**config.mk**
```make
export PLATFORM = sky130hd
export DESIGN_NAME = exch_sorter
export DESIGN_NICKNAME = d
export VERILOG_FILES = /design/src/rtl/sorter_pkg.sv /design/src/rtl/sort_regfile.sv /design/src/rtl/sort_ctrl.sv /design/src/rtl/exch_sorter.sv
export SDC_FILE = /design/constraint.sdc
export NUM_CORES = 1
export LEC_CHECK = 0
export BUFFER_PORTS_ARGS = -buffer_cell sky130_fd_sc_hd__buf_4
export CAP_MARGIN = 20
export CORE_MARGIN = 8
export CORE_UTILIZATION = 38
export DETAILED_ROUTE_END_ITERATION = 7
export PLACE_DENSITY_LB_ADDON = 0.05
export RECOVER_POWER = 100
export SLEW_MARGIN = 0
export SYNTH_ARGS = -nofsm -noshare
export SYNTH_HDL_FRONTEND = slang
export SYNTH_SLANG_ARGS = --single-unit
```
**constraint.sdc**
```tcl
create_clock -name clk_i -period 2.6 [get_ports clk_i]
set_clock_uncertainty 0.2 [all_clocks]
set_input_delay 0.39 -clock clk_i [delete_from_list [all_inputs] [get_ports clk_i]]
set_output_delay 0.39 -clock clk_i [all_outputs]
set_load 0.05 [all_outputs]
```
**src/rtl/sorter_pkg.sv**
```systemverilog
package sorter_pkg;
  typedef enum logic [2:0] {
    ST_IDLE,
    ST_LDA,
    ST_LDB,
    ST_CMP,
    ST_SWP,
    ST_DONE
  } sort_state_e;
endpackage

```
**src/rtl/sort_regfile.sv**
```systemverilog
module sort_regfile #(
  parameter int DEPTH  = 4,
  parameter int DATA_W = 8,
  localparam int ADDR_W = $clog2(DEPTH)
) (
  input  logic              clk_i,
  input  logic              rst_ni,
  input  logic              ext_we_i,
  input  logic [ADDR_W-1:0] ext_addr_i,
  input  logic [DATA_W-1:0] ext_data_i,
  input  logic              swp_i,
  input  logic [ADDR_W-1:0] idx_a_i,
  input  logic [ADDR_W-1:0] idx_b_i,
  input  logic [DATA_W-1:0] val_a_i,
  input  logic [DATA_W-1:0] val_b_i,
  output logic [DATA_W-1:0] rd_data_o,
  output logic [DATA_W-1:0] a_data_o,
  output logic [DATA_W-1:0] b_data_o
);
  logic [DATA_W-1:0] mem_q [DEPTH];

  for (genvar e = 0; e < DEPTH; e++) begin : g_slot
    always_ff @(posedge clk_i or negedge rst_ni) begin
      if (!rst_ni)                                       mem_q[e] <= '0;
      else if (swp_i && idx_a_i == ADDR_W'(e))           mem_q[e] <= val_a_i;
      else if (swp_i && idx_b_i == ADDR_W'(e))           mem_q[e] <= val_b_i;
      else if (ext_we_i && ext_addr_i == ADDR_W'(e))     mem_q[e] <= ext_data_i;
    end
  end

  assign rd_data_o = mem_q[ext_addr_i];
  assign a_data_o  = mem_q[idx_a_i];
  assign b_data_o  = mem_q[idx_b_i];

  // host loads never collide with an exchange
  assert_write_excl_R7: assert property (@(posedge clk_i) disable iff (!rst_ni)
    ext_we_i |-> !swp_i);

  // after an exchange the lower slot holds the smaller word
  assert_swap_order_R4: assert property (@(posedge clk_i) disable iff (!rst_ni)
    swp_i |=> (mem_q[$past(idx_a_i)] <= mem_q[$past(idx_b_i)]));
endmodule

```
**src/rtl/sort_ctrl.sv**
```systemverilog
module sort_ctrl
  import sorter_pkg::*;
#(
  parameter int DEPTH = 4,
  localparam int ADDR_W = $clog2(DEPTH)
) (
  input  logic              clk_i,
  input  logic              rst_ni,
  input  logic              start_i,
  input  logic              lt_i,
  output logic              ld_a_o,
  output logic              ld_b_o,
  output logic              swp_o,
  output logic              busy_o,
  output logic              done_o,
  output logic [ADDR_W-1:0] idx_i_o,
  output logic [ADDR_W-1:0] idx_j_o
);
  localparam logic [ADDR_W-1:0] LAST = ADDR_W'(DEPTH - 1);
  localparam logic [ADDR_W-1:0] ONE  = ADDR_W'(1);

  sort_state_e state_q, state_d;
  logic [ADDR_W-1:0] i_q, j_q;
  logic step;

  assign step = (state_q == ST_CMP && !lt_i) || state_q == ST_SWP;

  always_comb begin
    state_d = state_q;
    unique case (state_q)
      ST_IDLE: if (start_i) state_d = ST_LDA;
      ST_LDA:  state_d = ST_LDB;
      ST_LDB:  state_d = ST_CMP;
      ST_CMP, ST_SWP: begin
        if (state_q == ST_CMP && lt_i) state_d = ST_SWP;
        else if (j_q != LAST)          state_d = ST_LDB;
        else if (i_q == LAST - ONE)    state_d = ST_DONE;
        else                           state_d = ST_LDA;
      end
      ST_DONE: if (!start_i) state_d = ST_IDLE;
      default: state_d = ST_IDLE;
    endcase
  end

  always_ff @(posedge clk_i or negedge rst_ni) begin
    if (!rst_ni) begin
      state_q <= ST_IDLE;
      i_q     <= '0;
      j_q     <= '0;
    end else begin
      state_q <= state_d;
      if (state_q == ST_IDLE && start_i) i_q <= '0;
      if (state_q == ST_LDA)             j_q <= i_q + ONE;
      if (step) begin
        if (j_q == LAST) i_q <= i_q + ONE;
        else             j_q <= j_q + ONE;
      end
    end
  end

  assign ld_a_o  = state_q == ST_LDA;
  assign ld_b_o  = state_q == ST_LDB;
  assign swp_o   = state_q == ST_SWP;
  assign done_o  = state_q == ST_DONE;
  assign busy_o  = state_q != ST_IDLE && state_q != ST_DONE;
  assign idx_i_o = i_q;
  assign idx_j_o = j_q;

  assert_index_range_R4: assert property (@(posedge clk_i) disable iff (!rst_ni)
    (state_q == ST_LDB || state_q == ST_CMP || state_q == ST_SWP)
      |-> (i_q < LAST && j_q > i_q && j_q <= LAST));

  assert_done_hold_R6: assert property (@(posedge clk_i) disable iff (!rst_ni)
    (done_o && start_i) |=> done_o);

  assert_done_release_R6: assert property (@(posedge clk_i) disable iff (!rst_ni)
    (done_o && !start_i) |=> !done_o);
endmodule

```
**src/rtl/exch_sorter.sv**
```systemverilog
module exch_sorter #(
  parameter int DEPTH  = 4,
  parameter int DATA_W = 8,
  localparam int ADDR_W = $clog2(DEPTH)
) (
  input  logic              clk_i,
  input  logic              rst_ni,
  input  logic [DATA_W-1:0] data_i,
  input  logic [ADDR_W-1:0] addr_i,
  input  logic              wr_init_i,
  input  logic              start_i,
  input  logic              rd_i,
  output logic [DATA_W-1:0] data_o,
  output logic              done_o
);
  logic ld_a, ld_b, swp, busy, lt, ext_we;
  logic [ADDR_W-1:0] idx_i, idx_j;
  logic [DATA_W-1:0] a_q, b_q, rd_data, a_data, b_data;

  sort_ctrl #(.DEPTH(DEPTH)) u_ctrl (
    .clk_i, .rst_ni, .start_i,
    .lt_i    (lt),
    .ld_a_o  (ld_a),
    .ld_b_o  (ld_b),
    .swp_o   (swp),
    .busy_o  (busy),
    .done_o  (done_o),
    .idx_i_o (idx_i),
    .idx_j_o (idx_j)
  );

  assign ext_we = wr_init_i && !start_i && !busy;

  sort_regfile #(.DEPTH(DEPTH), .DATA_W(DATA_W)) u_rf (
    .clk_i, .rst_ni,
    .ext_we_i   (ext_we),
    .ext_addr_i (addr_i),
    .ext_data_i (data_i),
    .swp_i      (swp),
    .idx_a_i    (idx_i),
    .idx_b_i    (idx_j),
    .val_a_i    (b_q),
    .val_b_i    (a_q),
    .rd_data_o  (rd_data),
    .a_data_o   (a_data),
    .b_data_o   (b_data)
  );

  // A tracks the running minimum; after an exchange it equals new R[i] = B
  always_ff @(posedge clk_i or negedge rst_ni) begin
    if (!rst_ni) begin
      a_q <= '0;
      b_q <= '0;
    end else begin
      if (ld_a)     a_q <= a_data;
      else if (swp) a_q <= b_q;
      if (ld_b)     b_q <= b_data;
    end
  end

  assign lt     = b_q < a_q;
  assign data_o = rd_i ? rd_data : '0;

  assert_swap_lower_R4: assert property (@(posedge clk_i) disable iff (!rst_ni)
    swp |-> (b_q < a_q));

  assert_no_tie_swap_R5: assert property (@(posedge clk_i) disable iff (!rst_ni)
    swp |-> (b_q != a_q));

  assert_min_after_swap_R4: assert property (@(posedge clk_i) disable iff (!rst_ni)
    swp |=> (a_q == $past(b_q)));
endmodule

```
* After elaboration in Yosys (flattened, before gate mapping) *
Index checks and enable logic that the tools add are counted.

word-level totals
  input port bits = 15
  logic and storage cells = 106
  flip-flop bits (word level) = 55
  output and inout bits = 9

operators by class
  reduce and logical (&&, ||, !) cells = 34
  add/sub/neg operators = 2
  muxes and demuxes = 36
  order comparisons = 4
  equal/unequal tests = 18
  bitwise gates (word level) = 3

operator list
  cell                                                       number
  2-to-1 mux 8 bit                                           21
  binary-select mux 8 bit (select 2 bit)                     3
  logical AND 1 bit                                          18
  2-to-1 mux 3 bit                                           5
  one-hot mux 3 bit (5 select lines)                         1
  nonzero test 3 bit                                         5
  == test 2 bit (second input constant)                      6
  2-to-1 mux 2 bit                                           6
  greater-or-equal comparator 3 bit (second input constant)  3
  inverter 2 -> 3 bit                                        3
  < comparator 8 bit                                         1
  == test 2 x 1 -> 1 bit (second input constant)             3
  == test 3 x 2 -> 1 bit (second input constant)             2
  == test 3 bit (second input constant)                      2
  logical NOT 2 bit                                          3
  inequality test 2 bit (second input constant)              3
  adder 2 x 1 -> 2 bit (second input constant)               2
  == test 3 x 1 -> 1 bit (second input constant)             1
  logical NOT 1 bit                                          3
  logical NOT 3 bit                                          1
  inequality test 3 bit (second input constant)              1
  AND reduction 2 bit                                        1
  nonzero test 2 bit                                         1
  OR reduction 2 bit                                         1
  logical OR 1 bit                                           1

* Longest topological paths before layout *
Gate-level depths: netlist (run 1).

  depth after elaboration = 8
  mapped depth = 9
  depth with buffers taken out = 7

* Modules after synthesis *
Synthesis (run 1) repeated with hierarchy kept, for this count alone.

second synthesis, totals
  cells, all modules = 379
  area total of the unflattened synthesis = 4097.7 µm²

modules (own cells, without submodules)
  module        cells each  sequential area each (µm²)  area each (µm²)  times used
  sort_regfile  249         800.8                       2740.1           1
  exch_sorter   85          400.4                       892.1            1
  sort_ctrl     45          175.2                       465.4            1

* Least setup slack after synthesis (run 1) *
Ideal clock, no wire load.

  kind = register to register
  from = register u_ctrl.i_q[1], in the netlist u_ctrl.idx_i_o[1]
  to = register u_rf.mem_q[21] in the netlist's numbering
  buffers on the path = 3
  path slack = 0.261 ns
  setup time = 0.123 ns
  cell stages (with the launch flop) = 10
  arrival time = 2.016 ns
  period minus slack after synthesis = 2.339 ns
  path through = dfrtp_1 clkbuf_1 inv_1 ha_1 buf_2 o21ai_1 o31ai_4 buf_6 nor2_1 a21oi_1

between the ends
  longest elaborated chain between the ends = 3
  elaborated cells on any way between the ends = 4

ends and longest elaborated chain
  element                                                                  RTL line            RTL
  start, declared                                                          sort_ctrl.sv:23     logic [ADDR_W-1:0] i_q, j_q;
  start signal, assigned                                                   sort_ctrl.sv:55     if (j_q == LAST) i_q <= i_q + ONE;
  == test 2 x 1 -> 1 bit *                                                 sort_regfile.sv:25  else if (swp_i && idx_a_i == ADDR_W'(e)) mem_q[e] <= val_a_i;
  logical AND 1 bit *                                                      sort_regfile.sv:25
  nonzero test 3 bit (no source line) or 2-to-1 mux 8 bit (tied branches)  n/a
  end signal, assigned by index                                            sort_regfile.sv:25
  end signal, assigned by index                                            sort_regfile.sv:26  else if (swp_i && idx_b_i == ADDR_W'(e)) mem_q[e] <= val_b_i;
  end signal, assigned by index                                            sort_regfile.sv:27  else if (ext_we_i && ext_addr_i == ADDR_W'(e)) mem_q[e] <= ext_data_i;
  end, declared                                                            sort_regfile.sv:20  logic [DATA_W-1:0] mem_q [DEPTH];

Every way passes the cells marked *; elsewhere a longest branch is shown, timed or not.
A chain may end at the register's enable or synchronous reset.

* Worst setup path after layout (run 1) *
  from = register a_q[2]
  to = register u_ctrl.j_q[0], in the netlist u_ctrl.idx_j_o[0]

between the ends
  longest elaborated chain between the ends = 5

ends and longest elaborated chain
  element                 RTL line           RTL
  start, declared         exch_sorter.sv:18  logic [DATA_W-1:0] a_q, b_q, rd_data, a_data, b_data;
  start signal, assigned  exch_sorter.sv:55  if (ld_a) a_q <= a_data;
  start signal, assigned  exch_sorter.sv:56  else if (swp) a_q <= b_q;
  < comparator 8 bit      exch_sorter.sv:61  assign lt = b_q < a_q;
  logical NOT 1 bit       sort_ctrl.sv:26    assign step = (state_q == ST_CMP && !lt_i) || state_q == ST_SWP;
  logical AND 1 bit       sort_ctrl.sv:26
  logical OR 1 bit        sort_ctrl.sv:26
  2-to-1 mux 2 bit        sort_ctrl.sv:54    if (step) begin
  end signal, assigned    sort_ctrl.sv:53    if (state_q == ST_LDA) j_q <= i_q + ONE;
  end signal, assigned    sort_ctrl.sv:56    else j_q <= j_q + ONE;
  end, declared           sort_ctrl.sv:23

Every way passes these cells.

==> run_summary.xml, run 1 <==
<?xml version="1.0" encoding="UTF-8"?>
<metrics>
  <group name="timing">
    <metric name="count_of_final_setup_violators" unit="">0</metric>
    <metric name="min_period" unit="ps">2430</metric>
    <metric name="max_slew_margin" unit="%">0.303</metric>
    <metric name="hold-worst-slack" unit="ps">153</metric>
    <metric name="slew_violations" unit="">0</metric>
    <metric name="hold_violation_total_from_the_final_report" unit="">0</metric>
    <metric name="maxClockFrequency" unit="GHz">0.412</metric>
    <metric name="timing.final.crit_share" unit="%">93.4</metric>
    <metric name="grt_setup_unrepaired" unit="">no</metric>
    <metric name="tns" unit="ps">0</metric>
    <metric name="setup_slack" unit="ps">171</metric>
    <metric name="tightestPinTransition" unit="ps">1500</metric>
  </group>
  <group name="yosys">
    <metric name="ys_ff_latch" unit="">55</metric>
    <metric name="asyncSetResetFlopFracSynth" unit="%">100</metric>
    <metric name="number_of_synthesized_flops_with_an_enable_pin" unit="">0</metric>
    <metric name="syn_area_per_cell" unit="µm²">10.0</metric>
    <metric name="synth_cell_types" unit="">45</metric>
    <metric name="yosysWarningCount" unit="">0</metric>
    <metric name="synth_top_flop_cell" unit="">dfrtp_1</metric>
    <metric name="synth_area" unit="µm²">3890</metric>
    <metric name="yosysSeqAreaShare" unit="%">35.4</metric>
    <metric name="synth_cells" unit="">388</metric>
    <metric name="synthesis.nets" unit="">418</metric>
  </group>
  <group name="finish">
    <metric name="count_of_filler_cells_inserted_in_the_layout" unit="">1001</metric>
    <metric name="number_of_standard_cells_in_the_layout_taps_in_and_fillers_out" unit="">552</metric>
    <metric name="layout_common_cells" unit="">nor2_1 (56), dfrtp_1 (55), a21oi_1 (54), buf_4 (34), a22oi_1 (29)</metric>
    <metric name="n_antenna_cell" unit="">0</metric>
    <metric name="flow.area_growth_from_synthesis" unit="%">10.5</metric>
    <metric name="design.final.nets" unit="">445</metric>
    <metric name="layout_commonest_cell" unit="">nor2_1</metric>
    <metric name="drive_gt1_share" unit="%">22.1</metric>
  </group>
  <group name="setup_path">
    <metric name="worst_setup_path_start_kind" unit="">flop</metric>
    <metric name="worst_ep_required_time" unit="ps">2610</metric>
    <metric name="criticalPathCategory" unit="">reg -&gt; reg</metric>
    <metric name="crit_path_end_kind" unit="">flop</metric>
    <metric name="worst_ep_arrival_time" unit="ps">2440</metric>
    <metric name="critPathMaxFanout" unit="">5</metric>
  </group>
  <group name="placement">
    <metric name="placedCellCount" unit="">543</metric>
    <metric name="dp_slack" unit="ps">261</metric>
    <metric name="gp_congestion" unit="">0.797</metric>
    <metric name="dp_hpwl" unit="mm">8.83</metric>
    <metric name="place.port_buffers" unit="">23</metric>
  </group>
  <group name="pwr">
    <metric name="ratio_of_total_power_to_cell_area" unit="nW/µm²">1170</metric>
    <metric name="leakagePower" unit="nW">1.75</metric>
    <metric name="ir_drop" unit="µV">458</metric>
  </group>
  <group name="global_routing">
    <metric name="grt_antenna_before_repair" unit="">0</metric>
    <metric name="grt_total_usage" unit="%">20.1</metric>
    <metric name="grt-ovfl-total" unit="">0</metric>
    <metric name="grt_first_pass_wirelength" unit="mm">20.1</metric>
    <metric name="maximum_number_of_pins_on_one_net_before_global_route_repair" unit="">56</metric>
    <metric name="first_global_vias" unit="">3317</metric>
  </group>
  <group name="route">
    <metric name="drt_iter0_drc" unit="">298</metric>
    <metric name="number_of_remaining_drc_errors" unit="">0</metric>
    <metric name="drt_pre_antenna_iters" unit="">6</metric>
    <metric name="vias" unit="">3230</metric>
    <metric name="drt-total-wl" unit="mm">12.6</metric>
    <metric name="via_per_inst" unit="">5.85</metric>
    <metric name="route.antenna.remaining_nets" unit="">0</metric>
    <metric name="wl_per_cell" unit="µm">22.8</metric>
  </group>
  <group name="clock_tree">
    <metric name="tritoncts" unit="">yes</metric>
    <metric name="cts_hold_repair.buffers" unit="">1</metric>
    <metric name="clk_pin_slew_worst_paths" unit="ps">120</metric>
    <metric name="post_cts_setup_driven_buffer_insertion_count" unit="">0</metric>
    <metric name="cts_buffer_depth" unit="">2</metric>
    <metric name="cts.repair.resized" unit="">0</metric>
    <metric name="clock_latency" unit="ps">320</metric>
    <metric name="htreeDepth" unit="">2</metric>
    <metric name="cts-root-buf" unit="">clkbuf_8</metric>
    <metric name="cts.sink_count" unit="">55</metric>
    <metric name="cts-buffers-inserted" unit="">5</metric>
  </group>
  <group name="floorplanning">
    <metric name="io_pins" unit="">24</metric>
    <metric name="chipHeight" unit="µm">117</metric>
    <metric name="design.core.area" unit="µm²">10100</metric>
    <metric name="start_util" unit="%">38.4</metric>
    <metric name="design.die.area" unit="µm²">13700</metric>
    <metric name="std_cell_rows" unit="">37</metric>
    <metric name="die-width" unit="µm">117</metric>
  </group>
  <group name="run_status">
    <metric name="violations" unit="">capacitance limit</metric>
    <metric name="outcome" unit="">finished, violations left</metric>
  </group>
  <group name="job">
    <metric name="maxCapViolations" unit="">1</metric>
  </group>
  <group name="worst_hold_path">
    <metric name="min-delay-path-class" unit="">in -&gt; reg</metric>
  </group>
</metrics>
-- synth_stat cells, types with 2 or more instances --
library cell  number  area share [%]
mux2_2             8             2.3
nor3_1             7            0.90
a31oi_1            2            0.32
o21ai_4            3             1.3
o31a_1             2            0.45
mux4_2            24              14
buf_6              9             2.6
mux2_1             2            0.58
a211o_1            2            0.45
nand4_1            2            0.32
buf_2              8             1.0
clkbuf_1           8            0.77
nor2_1            56             5.4
a22o_1             7             1.6
and3_1             2            0.32
nand3_1            5            0.64
buf_4              2            0.39
nand2_1           15             1.4
a21oi_1           54             6.9
o21ai_1           12             1.5
mux2i_1            2            0.51
dfrtp_1           55              35
o21ai_0            7            0.90
and2_1             8             1.3
ha_1              15             4.8
nor2b_1            3            0.48
a22oi_1           29             5.6
inv_1             16             1.5
a221o_1            7             1.8
-- power breakdown --
group / switching [mW] / leakage [nW] / internal [mW]
logic: 1.37 / 1.02 / 1.25
registers: 0.521 / 0.673 / 1.26
clock network: 0.319 / 0.0612 / 0.313
-- state kept, by name, indices dropped and copies added, names as in the netlist --
name,cells
u_ctrl.idx_j_o,2
u_ctrl.idx_i_o,2
b_q,8
u_ctrl.state_q,3
a_q,8
u_rf.mem_q,32
-- worst max-delay path, stage by stage, from the launching register on --
cell	delay, ps
dfrtp_1	440
inv_1	80
ha_1	310
a211o_1	250
a31oi_1	300
o31ai_2	170
o211ai_4	210
mux2_1	360
-- final timing paths --
check	to	slack, ps	from	depth (start not counted)
min reg2reg	u_rf.mem_q[27]$_DFFE_PN0P_	330	u_rf.mem_q[27]$_DFFE_PN0P_	2
max in group asynchronous	u_rf.mem_q[2]$_DFFE_PN0P_	550	rst_ni	2
max reg2reg	u_ctrl.idx_j_o[0]$_DFF_PN0_	170	a_q[2]$_DFFE_PN0P_	7
min in group asynchronous	u_ctrl.state_q[1]$_DFFE_PN0P_	740	rst_ni	2
max	u_ctrl.idx_j_o[0]$_DFF_PN0_	170	a_q[2]$_DFFE_PN0P_	7
min	u_ctrl.state_q[2]$_DFFE_PN0P_	150	start_i	3
-- layer usage --
layer  vias up  track usage, %  part of all wire (%)
met1      1612            28.6                    46
met2       111            31.2                    46
met4         0            4.61                   1.4
li1       1493               -                     -
met3        14            3.28                   6.0
met5         -               0                     0
-- logic make-up after synthesis --
kind of cell               count (synthesis)  share of synthesized area [%]
AOI/OAI and AO/OA                        132                           23.0
xor gates and xnor gates                   2                          0.643
adders and majority gates                 15                           4.82
buffers and inverters                     44                           6.46
DFF                                       55                           35.4
muxes                                     36                           17.3
and+or+nand+nor                          104                           12.4
-- cell type report --
| type | count | area [µm²] | share of cell area (%) |
|---|---|---|---|
| clock buffer | 6 | 82.6 | 1.92 |
| clock inverter | 2 | 35.0 | 0.814 |
| inverter | 16 | 60.1 | 1.40 |
| multi-input combinational | 289 | 2250 | 52.4 |
| sequential | 55 | 1380 | 32.0 |
| tap | 136 | 170 | 3.96 |
| timing repair buffer | 48 | 324 | 7.53 |
-- metrics by stage --
stage	util, %	instance area (µm²)	power (mW)
2_1_floorplan	-	3890	3.65
3_3_place_gp	41.7	4220	4.48
3_5_place_dp	41.7	4220	4.47
4_1_cts	42.9	4350	5.11
5_1_grt	42.4	4300	5.43
6_report	42.4	4300	5.04
Note: power is estimated with default switching activity, not from simulation.
==> inputs of run 2 (changes only) <==
- CORE_MARGIN: 8 -> 3
==> run_summary.xml, run 2 (synthesis gave the netlist of run 1 again) <==
<?xml version="1.0" encoding="UTF-8"?>
<metrics>
  <group name="run_status">
    <metric name="outcome" unit="">finished, final reports clean</metric>
  </group>
  <group name="floorplanning">
    <metric name="design.die.area" unit="µm²">11500</metric>
    <metric name="io_pins" unit="">24</metric>
    <metric name="die-width" unit="µm">107</metric>
    <metric name="design.core.area" unit="µm²">9860</metric>
    <metric name="chipHeight" unit="µm">107</metric>
    <metric name="std_cell_rows" unit="">36</metric>
    <metric name="start_util" unit="%">39.5</metric>
  </group>
  <group name="timing">
    <metric name="maxClockFrequency" unit="GHz">0.413</metric>
    <metric name="count_of_final_setup_violators" unit="">0</metric>
    <metric name="tns" unit="ps">0</metric>
    <metric name="max_slew_margin" unit="%">1.10</metric>
    <metric name="min_period" unit="ps">2420</metric>
    <metric name="hold_violation_total_from_the_final_report" unit="">0</metric>
    <metric name="tightestPinTransition" unit="ps">1480</metric>
    <metric name="slew_violations" unit="">0</metric>
    <metric name="grt_setup_unrepaired" unit="">no</metric>
    <metric name="timing.final.crit_share" unit="%">93.1</metric>
  </group>
  <group name="route">
    <metric name="drt-total-wl" unit="mm">12.6</metric>
    <metric name="drt_pre_antenna_iters" unit="">4</metric>
    <metric name="wl_per_cell" unit="µm">23.0</metric>
    <metric name="vias" unit="">3220</metric>
    <metric name="via_per_inst" unit="">5.85</metric>
    <metric name="drt_iter0_drc" unit="">271</metric>
    <metric name="route.antenna.remaining_nets" unit="">0</metric>
    <metric name="number_of_remaining_drc_errors" unit="">0</metric>
  </group>
  <group name="pwr">
    <metric name="totalPowerFinal" unit="mW">4.88</metric>
    <metric name="leakagePower" unit="nW">1.75</metric>
    <metric name="ratio_of_total_power_to_cell_area" unit="nW/µm²">1140</metric>
    <metric name="ir_drop" unit="µV">455</metric>
  </group>
  <group name="finish">
    <metric name="largest_register_ffs" unit="">32</metric>
    <metric name="layout_commonest_cell" unit="">nor2_1</metric>
    <metric name="design.final.nets" unit="">446</metric>
    <metric name="post-route-cell-area" unit="µm²">4280</metric>
    <metric name="flow.area_growth_from_synthesis" unit="%">9.96</metric>
    <metric name="biggest_register" unit="">u_rf.mem_q</metric>
    <metric name="drive_gt1_share" unit="%">21.8</metric>
    <metric name="layout_common_cells" unit="">nor2_1 (57), dfrtp_1 (55), a21oi_1 (54), buf_4 (35), a22oi_1 (29)</metric>
    <metric name="reg_top3" unit="">u_rf.mem_q x32, a_q x8, b_q x8</metric>
    <metric name="n_antenna_cell" unit="">0</metric>
  </group>
  <group name="global_routing">
    <metric name="maximum_number_of_pins_on_one_net_before_global_route_repair" unit="">56</metric>
    <metric name="grt-ovfl-total" unit="">0</metric>
    <metric name="grt_antenna_before_repair" unit="">0</metric>
    <metric name="grt_first_pass_wirelength" unit="mm">19.6</metric>
    <metric name="grt_total_usage" unit="%">23.2</metric>
    <metric name="first_global_vias" unit="">3306</metric>
  </group>
  <group name="setup_path">
    <metric name="worst_setup_path_start_kind" unit="">flop</metric>
    <metric name="crit_family" unit="">simple AND/OR/NAND/NOR gates</metric>
    <metric name="worst_ep_required_time" unit="ps">2650</metric>
    <metric name="crit_buf_inv" unit="">1</metric>
    <metric name="critPathMaxFanout" unit="">8</metric>
    <metric name="critical_path.cell_chain" unit="">ha_1 &gt; inv_1 &gt; nor2_1 &gt; a22o_1 &gt; a22oi_1 &gt; a21oi_1</metric>
    <metric name="worst_path_largest_cell_delay" unit="ps">670</metric>
    <metric name="worst_ep_arrival_time" unit="ps">2470</metric>
    <metric name="crit_path_end_kind" unit="">flop</metric>
    <metric name="criticalPathCategory" unit="">reg -&gt; reg</metric>
    <metric name="critPathSlowestCell" unit="">nor2_1</metric>
  </group>
  <group name="placement">
    <metric name="place.port_buffers" unit="">23</metric>
    <metric name="gp_congestion" unit="">0.868</metric>
    <metric name="dp_hpwl" unit="mm">8.73</metric>
    <metric name="placed_area" unit="µm²">4230</metric>
  </group>
  <group name="clock_tree">
    <metric name="cts.repair.resized" unit="">0</metric>
    <metric name="tritoncts" unit="">yes</metric>
    <metric name="clock_latency" unit="ps">320</metric>
    <metric name="cts.sink_count" unit="">55</metric>
    <metric name="htreeDepth" unit="">2</metric>
    <metric name="clk_pin_slew_worst_paths" unit="ps">110</metric>
    <metric name="cts-root-buf" unit="">clkbuf_8</metric>
    <metric name="cts-buffers-inserted" unit="">5</metric>
    <metric name="cts_buffer_depth" unit="">2</metric>
  </group>
  <group name="worst_hold_path">
    <metric name="min-delay-path-class" unit="">in -&gt; reg</metric>
  </group>
  <group name="job">
    <metric name="maxCapViolations" unit="">0</metric>
  </group>
</metrics>
==> run 2: worst paths after layout <==
| check | depth (start not counted) | slack [ps] | startpoint | to |
|---|---|---|---|---|
| max in group asynchronous | 2 | 560 | rst_ni | u_rf.mem_q[9]$_DFFE_PN0P_ |
| max reg2reg | 6 | 180 | u_ctrl.idx_j_o[1]$_DFF_PN0_ | u_rf.mem_q[6]$_DFFE_PN0P_ |
| min reg2reg | 2 | 360 | u_rf.mem_q[30]$_DFFE_PN0P_ | u_rf.mem_q[30]$_DFFE_PN0P_ |
| min | 3 | 160 | start_i | u_ctrl.state_q[2]$_DFFE_PN0P_ |
| min in group asynchronous | 2 | 760 | rst_ni | u_ctrl.idx_j_o[0]$_DFF_PN0_ |
| max | 6 | 180 | u_ctrl.idx_j_o[1]$_DFF_PN0_ | u_rf.mem_q[6]$_DFFE_PN0P_ |
==> run 2: cell type report <==
| class | count | area, µm² |
|---|---|---|
| Clock inverter | 1 | 8.76 |
| Timing Repair Buffer | 49 | 333 |
| Sequential cell | 55 | 1380 |
| Tap cell | 133 | 166 |
| Multi-Input combinational cell | 289 | 2250 |
| Fill cell | 953 | 5580 |
| Inverter | 16 | 60.1 |
| Clock buffer | 7 | 86.3 |
==> run 2: layer usage <==
layer	vias up	GRT usage, %	part of all wire [%]
met4	0	7.40	2.2
met5	-	0	0
met2	98	36.0	47
li1	1501	-	-
met1	1601	32.7	43
met3	20	4.15	7.3
==> run 2: tightest hold or removal path, cell delays in order <==
cell and delay, ps:
buf_4 90, nand2_1 60, o211ai_1 90
==> run 2: report_power, final <==
| part | switching, mW | internal [mW] | leakage, nW |
|---|---|---|---|
| Sequential | 0.536 | 1.26 | 0.673 |
| Clock | 0.308 | 0.220 | 0.0484 |
| Combinational | 1.32 | 1.24 | 1.02 |
| Total | 2.16 | 2.72 | 1.75 |
==> run 2: through the flow <==
stage / std cells / hold slack, ps / util, % / setup WS (ps)
6_report: 550 / 160 / 43.4 / 179
5_1_grt: 550 / 171 / 43.4 / 75.0
4_1_cts: 550 / 157 / 43.9 / 197
3_5_place_dp: 541 / 317 / 42.9 / 222
3_3_place_gp: 541 / 311 / 42.9 / 194
2_1_floorplan: 388 / -106 / - / 261
==> run 2: what timing repair did <==
item / CTS / global route
hold buffers: 1 / 0
hold endpoints to repair: 55 / 0
setup buffers: 0 / 0
